[config.mk]
export PLATFORM = sky130hd
export DESIGN_NAME = mon_ring_producer
export DESIGN_NICKNAME = d
export VERILOG_FILES = /design/src/rtl/mrp_pkg.sv /design/src/rtl/mrp_index_tracker.sv /design/src/rtl/mrp_entry_serializer.sv /design/src/rtl/mon_ring_producer.sv
export SDC_FILE = /design/constraint.sdc
export NUM_CORES = 1
export LEC_CHECK = 0
export ABC_AREA = 1
export CORE_ASPECT_RATIO = 0.5
export CORE_UTILIZATION = 48
export DETAILED_ROUTE_END_ITERATION = 12
export HOLD_SLACK_MARGIN = 0.08
export PLACE_DENSITY_LB_ADDON = 0.15
export SYNTH_ARGS = -nofsm -noshare
export SYNTH_HDL_FRONTEND = slang
export SYNTH_SLANG_ARGS = --single-unit
[constraint.sdc]
create_clock -name clk -period 1.8 [get_ports clk]
set_input_delay 0.18 -clock clk [delete_from_list [all_inputs] [get_ports clk]]
set_output_delay 0.18 -clock clk [all_outputs]
set_load 0.05 [all_outputs]
[src/rtl/mrp_pkg.sv]
package mrp_pkg;
  localparam int WORD_W  = 32;
  localparam int N_WORDS = 8;
  localparam int SEL_W   = $clog2(N_WORDS);
  localparam int STAMP_W = 4;
  localparam int TAG_W   = 8;
  localparam int LOW_W   = 16;

  // Successor of a ring slot, wrapping at depth-1.
  function automatic int slot_after(int cur, int depth);
    return (cur == depth - 1) ? 0 : cur + 1;
  endfunction

  // Assemble the top word: stamp | tag | reserved zeros | caller bits.
  function automatic logic [WORD_W-1:0] build_top_word(
      logic [LOW_W-1:0] low, logic [TAG_W-1:0] tag, logic [STAMP_W-1:0] stamp);
    return {stamp, tag, 4'b0000, low};
  endfunction
endpackage

[src/rtl/mrp_index_tracker.sv]
module mrp_index_tracker #(
  parameter int DEPTH = 8,
  parameter int IDX_W = $clog2(DEPTH),
  parameter int CNT_W = 4
) (
  input  logic             clk,
  input  logic             rst_n,
  input  logic             step,
  input  logic [IDX_W-1:0] tail,
  output logic [IDX_W-1:0] head,
  output logic [CNT_W-1:0] passes,
  output logic             full,
  output logic             wrap
);
  logic [IDX_W-1:0] head_nxt;

  assign head_nxt = IDX_W'(mrp_pkg::slot_after(int'(head), DEPTH));
  assign full     = (head_nxt == tail);
  assign wrap     = step && (head == IDX_W'(DEPTH - 1));

  always_ff @(posedge clk) begin
    if (!rst_n) begin
      head   <= '0;
      passes <= '0;
    end else if (step) begin
      head <= head_nxt;
      if (wrap) passes <= passes + CNT_W'(1);
    end
  end
endmodule

[src/rtl/mrp_entry_serializer.sv]
module mrp_entry_serializer #(
  parameter int WORD_W  = 32,
  parameter int N_WORDS = 8,
  parameter int SEL_W   = $clog2(N_WORDS)
) (
  input  logic                      clk,
  input  logic                      rst_n,
  input  logic                      load,
  input  logic [N_WORDS*WORD_W-1:0] entry,
  output logic                      busy,
  output logic [SEL_W-1:0]          wsel,
  output logic [WORD_W-1:0]         wdata,
  output logic                      last
);
  logic [N_WORDS-1:0][WORD_W-1:0] hold_q;

  assign wdata = hold_q[wsel];
  assign last  = busy && (wsel == SEL_W'(N_WORDS - 1));

  always_ff @(posedge clk) begin
    if (!rst_n) begin
      busy   <= 1'b0;
      wsel   <= '0;
      hold_q <= '0;
    end else if (load) begin
      busy   <= 1'b1;
      wsel   <= '0;
      hold_q <= entry;
    end else if (busy) begin
      wsel <= wsel + SEL_W'(1);
      if (last) busy <= 1'b0;
    end
  end
endmodule

[src/rtl/mon_ring_producer.sv]
module mon_ring_producer #(
  parameter int         DEPTH    = 8,
  parameter logic [7:0] RING_TAG = 8'h5A,
  localparam int        IDX_W    = $clog2(DEPTH),
  localparam int        BODY_W   = (mrp_pkg::N_WORDS - 1) * mrp_pkg::WORD_W,
  localparam int        ADDR_W   = IDX_W + mrp_pkg::SEL_W
) (
  input  logic                      clk,
  input  logic                      rst_n,
  input  logic                      in_valid,
  output logic                      in_ready,
  input  logic [BODY_W-1:0]         in_words,
  input  logic [mrp_pkg::LOW_W-1:0] in_top_low,
  output logic                      mem_we,
  output logic [ADDR_W-1:0]         mem_addr,
  output logic [mrp_pkg::WORD_W-1:0] mem_wdata,
  output logic [IDX_W-1:0]          head_idx,
  input  logic [IDX_W-1:0]          tail_idx
);
  import mrp_pkg::*;

  logic               accept;
  logic               entry_done;
  logic               wrap_evt;
  logic               ring_full;
  logic               busy;
  logic [SEL_W-1:0]   word_sel;
  logic [STAMP_W-1:0] passes;
  logic [STAMP_W-1:0] stamp;
  logic [WORD_W-1:0]  top_word;

  assign in_ready = !busy && !ring_full;
  assign accept   = in_valid && in_ready;
  assign stamp    = passes + STAMP_W'(1);
  assign top_word = build_top_word(in_top_low, RING_TAG, stamp);

  mrp_index_tracker #(.DEPTH(DEPTH), .IDX_W(IDX_W), .CNT_W(STAMP_W)) u_track (
    .clk   (clk),
    .rst_n (rst_n),
    .step  (entry_done),
    .tail  (tail_idx),
    .head  (head_idx),
    .passes(passes),
    .full  (ring_full),
    .wrap  (wrap_evt)
  );

  mrp_entry_serializer #(.WORD_W(WORD_W), .N_WORDS(N_WORDS), .SEL_W(SEL_W)) u_ser (
    .clk  (clk),
    .rst_n(rst_n),
    .load (accept),
    .entry({top_word, in_words}),
    .busy (busy),
    .wsel (word_sel),
    .wdata(mem_wdata),
    .last (entry_done)
  );

  assign mem_we   = busy;
  assign mem_addr = {head_idx, word_sel};
endmodule

Word level (Yosys, flattened, before mapping):

Index checks and enable logic that the tools add are counted.

* register bits: 259
* input port bits: 246
* output and inout bits: 43

* add/sub/neg operators: 3
* $lt $le $gt $ge: 1
* equal/unequal tests: 4
* mux-type cells: 6
* bitwise gates (word level): 1
* reductions and logical operators: 8

Operators by type and width (count)
* 32-bit binary-select mux with 3-bit select: 1
* 32-bit 2-to-1 mux: 1
* 3-bit by 1-bit adder with 3-bit output (second input constant): 2
* 3-bit equality test (second input constant): 2
* 4-bit by 1-bit adder with 4-bit output (second input constant): 1
* 1-bit logical AND: 4
* 3-bit by 4-bit less-than comparator with 1-bit output (second input constant): 1
* 3-bit by 1-bit equality test with 1-bit output (second input constant): 1
* 3-bit equality test: 1
* 1-bit 2-to-1 mux: 3
* 3-bit 2-to-1 mux: 1
* 1-bit logical NOT: 2
* 2-bit AND reduction: 1
* 2-bit OR reduction: 1
* 1-bit NOT: 1

Depth between registers and ports, before layout:

* word-level depth: 7
* gate-level depth with buffers: 13

Cells and area by module:

A second synthesis with hierarchy kept.

* cell total of the unflattened synthesis: 1785
* area total of the unflattened synthesis: 12072.8 um^2

Modules (own cells, without submodules)
* mrp_entry_serializer: instances 1, cells each 1724, area each 11631.2 um^2, seq. area each 5205.0 um^2
* mrp_index_tracker: instances 1, cells each 46, area each 352.8 um^2, seq. area each 140.1 um^2
* mon_ring_producer: instances 1, cells each 15, area each 88.8 um^2, seq. area each 0.0 um^2

Worst setup path after synthesis:

OpenSTA, ideal clock, no wires.

* path kind: register to output
* from: register u_track.head[0]
* to: output port in_ready
* arrival: 2092 ps
* required time: 1620 ps
* path slack: -472 ps
* cell stages (with the launch flop): 8
* path buffers: 0
* cell sequence: dfxtp_1 > ha_1 > ha_1 > inv_1 > nand2_1 > nand2_1 > nor2_2 > a21oi_1

* word-level cells in the longest chain between the ends: 5

RTL lines
* start: declaration: RTL line mrp_index_tracker.sv:10 `output logic [IDX_W-1:0] head,`
* start signal: assignment: RTL line mrp_index_tracker.sv:26 `head <= head_nxt;`
* 3-bit by 1-bit adder with 3-bit output / 3-bit by 1-bit equality test with 1-bit output (equally long branches): RTL line mrp_pkg.sv:11 `return (cur == depth - 1) ? 0 : cur + 1;`
* 3-bit 2-to-1 mux (*): RTL line mrp_pkg.sv:11
* via u_track.head_nxt[2]: RTL line mrp_index_tracker.sv:15 `logic [IDX_W-1:0] head_nxt;`
* 3-bit equality test (*): RTL line mrp_index_tracker.sv:18 `assign full = (head_nxt == tail);`
* 1-bit logical NOT (*): RTL line mon_ring_producer.sv:32 `assign in_ready = !busy && !ring_full;`
* 1-bit logical AND (*): RTL line mon_ring_producer.sv:32
* end: declaration: RTL line mon_ring_producer.sv:11 `output logic in_ready,`

Mark *: on every way through the listed nets, which the timed path passes. The rest lies on a longest branch.

Worst setup path in the final report:

* from: register u_ser.wsel[0]
* to: output port mem_wdata[21] (netlist name)

* word-level cells in the longest chain between the ends: 2

RTL lines
* start: declaration: RTL line mrp_entry_serializer.sv:11 `output logic [SEL_W-1:0] wsel,`
* start signal: assignment: RTL line mrp_entry_serializer.sv:30 `wsel <= wsel + SEL_W'(1);`
* 32-bit binary-select mux with 3-bit select: RTL line mrp_entry_serializer.sv:17 `assign wdata = hold_q[wsel];`
* 32-bit 2-to-1 mux (not written as such): RTL line mrp_entry_serializer.sv:17
* end: declaration: RTL line mon_ring_producer.sv:16 `output logic [mrp_pkg::WORD_W-1:0] mem_wdata,`

Every way passes these cells. The select of a mux whose other input is x is not followed.

==> results.toml <==
[status]
status = "complete, but fails checks"
violations = "setup timing"

[worst_setup_path]
r2r_start = "u_track.head[0]"
crit_top_cell = "buf_6"
required_ns = 1.62
slowest_delay_ns = 0.39
arrival_ns = 2.20
crit_fanout = 18
end_kind = "output pin"
crit_chain = "buf_6, buf_12, a21oi_1, o21ai_0, nand3_1, nand2_1, buf_6"
cp-start-kind = "flip-flop"
path_class = "reg -> out"
startpoint = "u_ser.wsel[0]"
crit_path_top_delay_cell = "dfxtp_4"

[timing]
skew_ns = 0.0171
finalHoldViolCount = 0
setup_ws_ns = -0.583
rsz0062_at_grt = "true"
setup_tns_ns = -73.62
fin_crit_ns = 2.38
tightestPinTransition_ns = 0.492
fmax_mhz = 420
min_period_over_period_pct = 132
slew_headroom_pct = 67.3
slew_viol_final = 0
setup_violations = 283
finalHoldWorstSlack_ns = 0.147

[global_route]
gr-usage-met3_pct = 4.04
grt_busiest_layer = "met2"
grt_pass1_vias = 14900
grt_util_all_layers_pct = 31.1
met1_usage_pct = 42.3
antenna_found_initial = 3
grt_pass1_wl_mm = 79.1
use_met2_pct = 52.3
grt_max_degree = 76
grt_overflow = 0

[power_and_ir_drop]
pwr_density_cell_nw_per_um2 = 735
vdd_drop_max_v = 0.000572
total_power_mw = 17.3
p_leak_nw = 12.1

[placement]
dp_hpwl_mm = 34.1
gp_congestion = 0.884
placed_area_um2 = 19200
pre_cts_ws_ns = -0.112
place_inst = 3178
port-buffer-count = 288

[die]
rows = 45
die_area_um2 = 32700
die_w_um = 255
io_pins = 289
die_y_um = 128
core_um2 = 30900
start_util_pct = 49.6

[clock_network]
clockBufferDepth = 3
h-tree-depth = 1
cts_buffers = 23
cts_sinks = 256
clk_pin_slew_worst_paths_ns = 0.08
clkLatencyLatePin_ns = 0.54
tritoncts = "built"
cts_root_buf = "clkbuf_16"

[synth]
synth-seq-cells = 256
ys_types = 22
syn_inst = 2553
avgSynthCellArea_um2 = 6.00
synth_fp_nets = 2804
synth_area_um2 = 15300
yosysSeqAreaShare_pct = 33.5
ys_warn_count = 0

[final_layout]
multi_input_area_um2 = 7670
nFillCells = 2191
drive_gt1_share_pct = 23.7
fin_cells = 3327
fin_util_pct = 76.4
design_area_um2 = 23600
nets = 3138
area_delta_synth_final_pct = 54.0
seq_area_um2 = 5140

[min_path]
hold_class = "in -> reg"
hold_start = "in_valid"

[routing]
avgRoutedWirePerCell_um = 18.9
viasPerCell = 5.32
vias = 17700
route.detailed.drc = 0
ant_nets = 0
drt_iter0_drc = 2375
routed_wl_mm = 63.0
first_pass_iters = 6

[job]
maxCapViolations = 0
## report_power, final
part	total (mW)	switching, mW	internal [mW]
combinational	6.16	3.38	2.78
clock	4.79	2.34	2.45
sequential	6.39	0.232	6.16
total	17.3	5.95	11.4
## layout make-up
cell class	count	share of cell area, %
Antenna cell	2	0.0212
Clock buffer	31	2.65
Clock inverter	9	0.218
Inverter	746	12.0
Multi-Input combinational cell	1368	32.5
Sequential cell	256	21.8
Tap cell	423	2.24
Timing Repair Buffer	492	28.5
## what timing repair did
| item | CTS | global route |
|---|---|---|
| buffers inserted | 27 | 27 |
| pin swaps | 45 | 135 |
| cloned | 21 | 49 |
| resized for setup | 233 | 458 |
| endpoints found under the hold margin | 4 | 0 |
| setup endpoints to repair | 278 | 289 |
| hold buffers | 1 | 0 |
## state kept, by name, summed over array words and instances, names as in the netlist
name	cells
u_track.head	3
u_ser.hold_q	245
u_track.passes	4
u_ser.wsel	3
u_ser.busy	1
## kinds of logic after synthesis
logic type | Yosys count | synth area share [%]
and+or+nand+nor | 1070 | 30.6
buffers and inverters | 931 | 25.5
AOI/OAI and AO/OA | 290 | 9.99
DFF | 256 | 33.5
adders and majority gates | 5 | 0.409
xor gates and xnor gates | 1 | 0.0572
## layout by cell type (no fill, tap or decap), types with 47 or more instances in the layout
| master | n |
|---|---|
| dfxtp_1 | 250 |
| clkdlybuf4s50_1 | 243 |
| buf_12 | 88 |
| nand4_1 | 245 |
| nor2_1 | 229 |
| inv_1 | 630 |
| o21ai_0 | 49 |
| inv_2 | 112 |
| a21oi_1 | 94 |
| buf_4 | 47 |
| nand2_4 | 79 |
| clkbuf_16 | 58 |
| o21ai_1 | 56 |
| nand2_1 | 371 |
| nand2_2 | 82 |
## synthesized netlist by cell type
cell	instances	share of area, %
or2_2	1	0.041
dfxtp_1	256	33
o21ai_1	13	0.42
xnor2_1	1	0.057
nand4_1	245	10
inv_1	742	18
o21a_1	29	1.4
buf_4	8	0.39
nor2_1	250	6.1
ha_1	5	0.41
a21oi_1	128	4.2
o211ai_1	2	0.098
nand3_2	1	0.065
buf_1	30	0.74
inv_2	4	0.098
buf_6	39	2.9
nand3_1	39	1.3
nand2_1	533	13
nor2_2	1	0.041
o21ai_0	118	3.9
buf_2	64	2.1
clkbuf_1	44	1.1
## layer usage
metal / vias up / share of wire, %
li1: 8315 / -
met1: 8177 / 40
met2: 961 / 45
met3: 238 / 10
met4: 0 / 4.3
met5: - / 0
## final timing paths
path | endpoint | slack (ns) | cells after the start
hold / removal | u_ser.hold_q[186] | 0.15 | 4
setup / recovery | mem_wdata[21] | -0.58 | 7
hold reg to reg | u_ser.hold_q[17] | 0.51 | 4
setup reg to reg | u_ser.hold_q[151] | -0.43 | 15
## worst max-delay path: cells and delay by family, from the launching register on
| family | cells | cell delay, ns |
|---|---|---|
| AOI/OAI and AO/OA | 2 | 0.56 |
| buffers and inverters | 3 | 0.50 |
| DFF | 1 | 0.39 |
| and+or+nand+nor | 2 | 0.21 |
No activity file was read; power rests on OpenSTA's default activity.
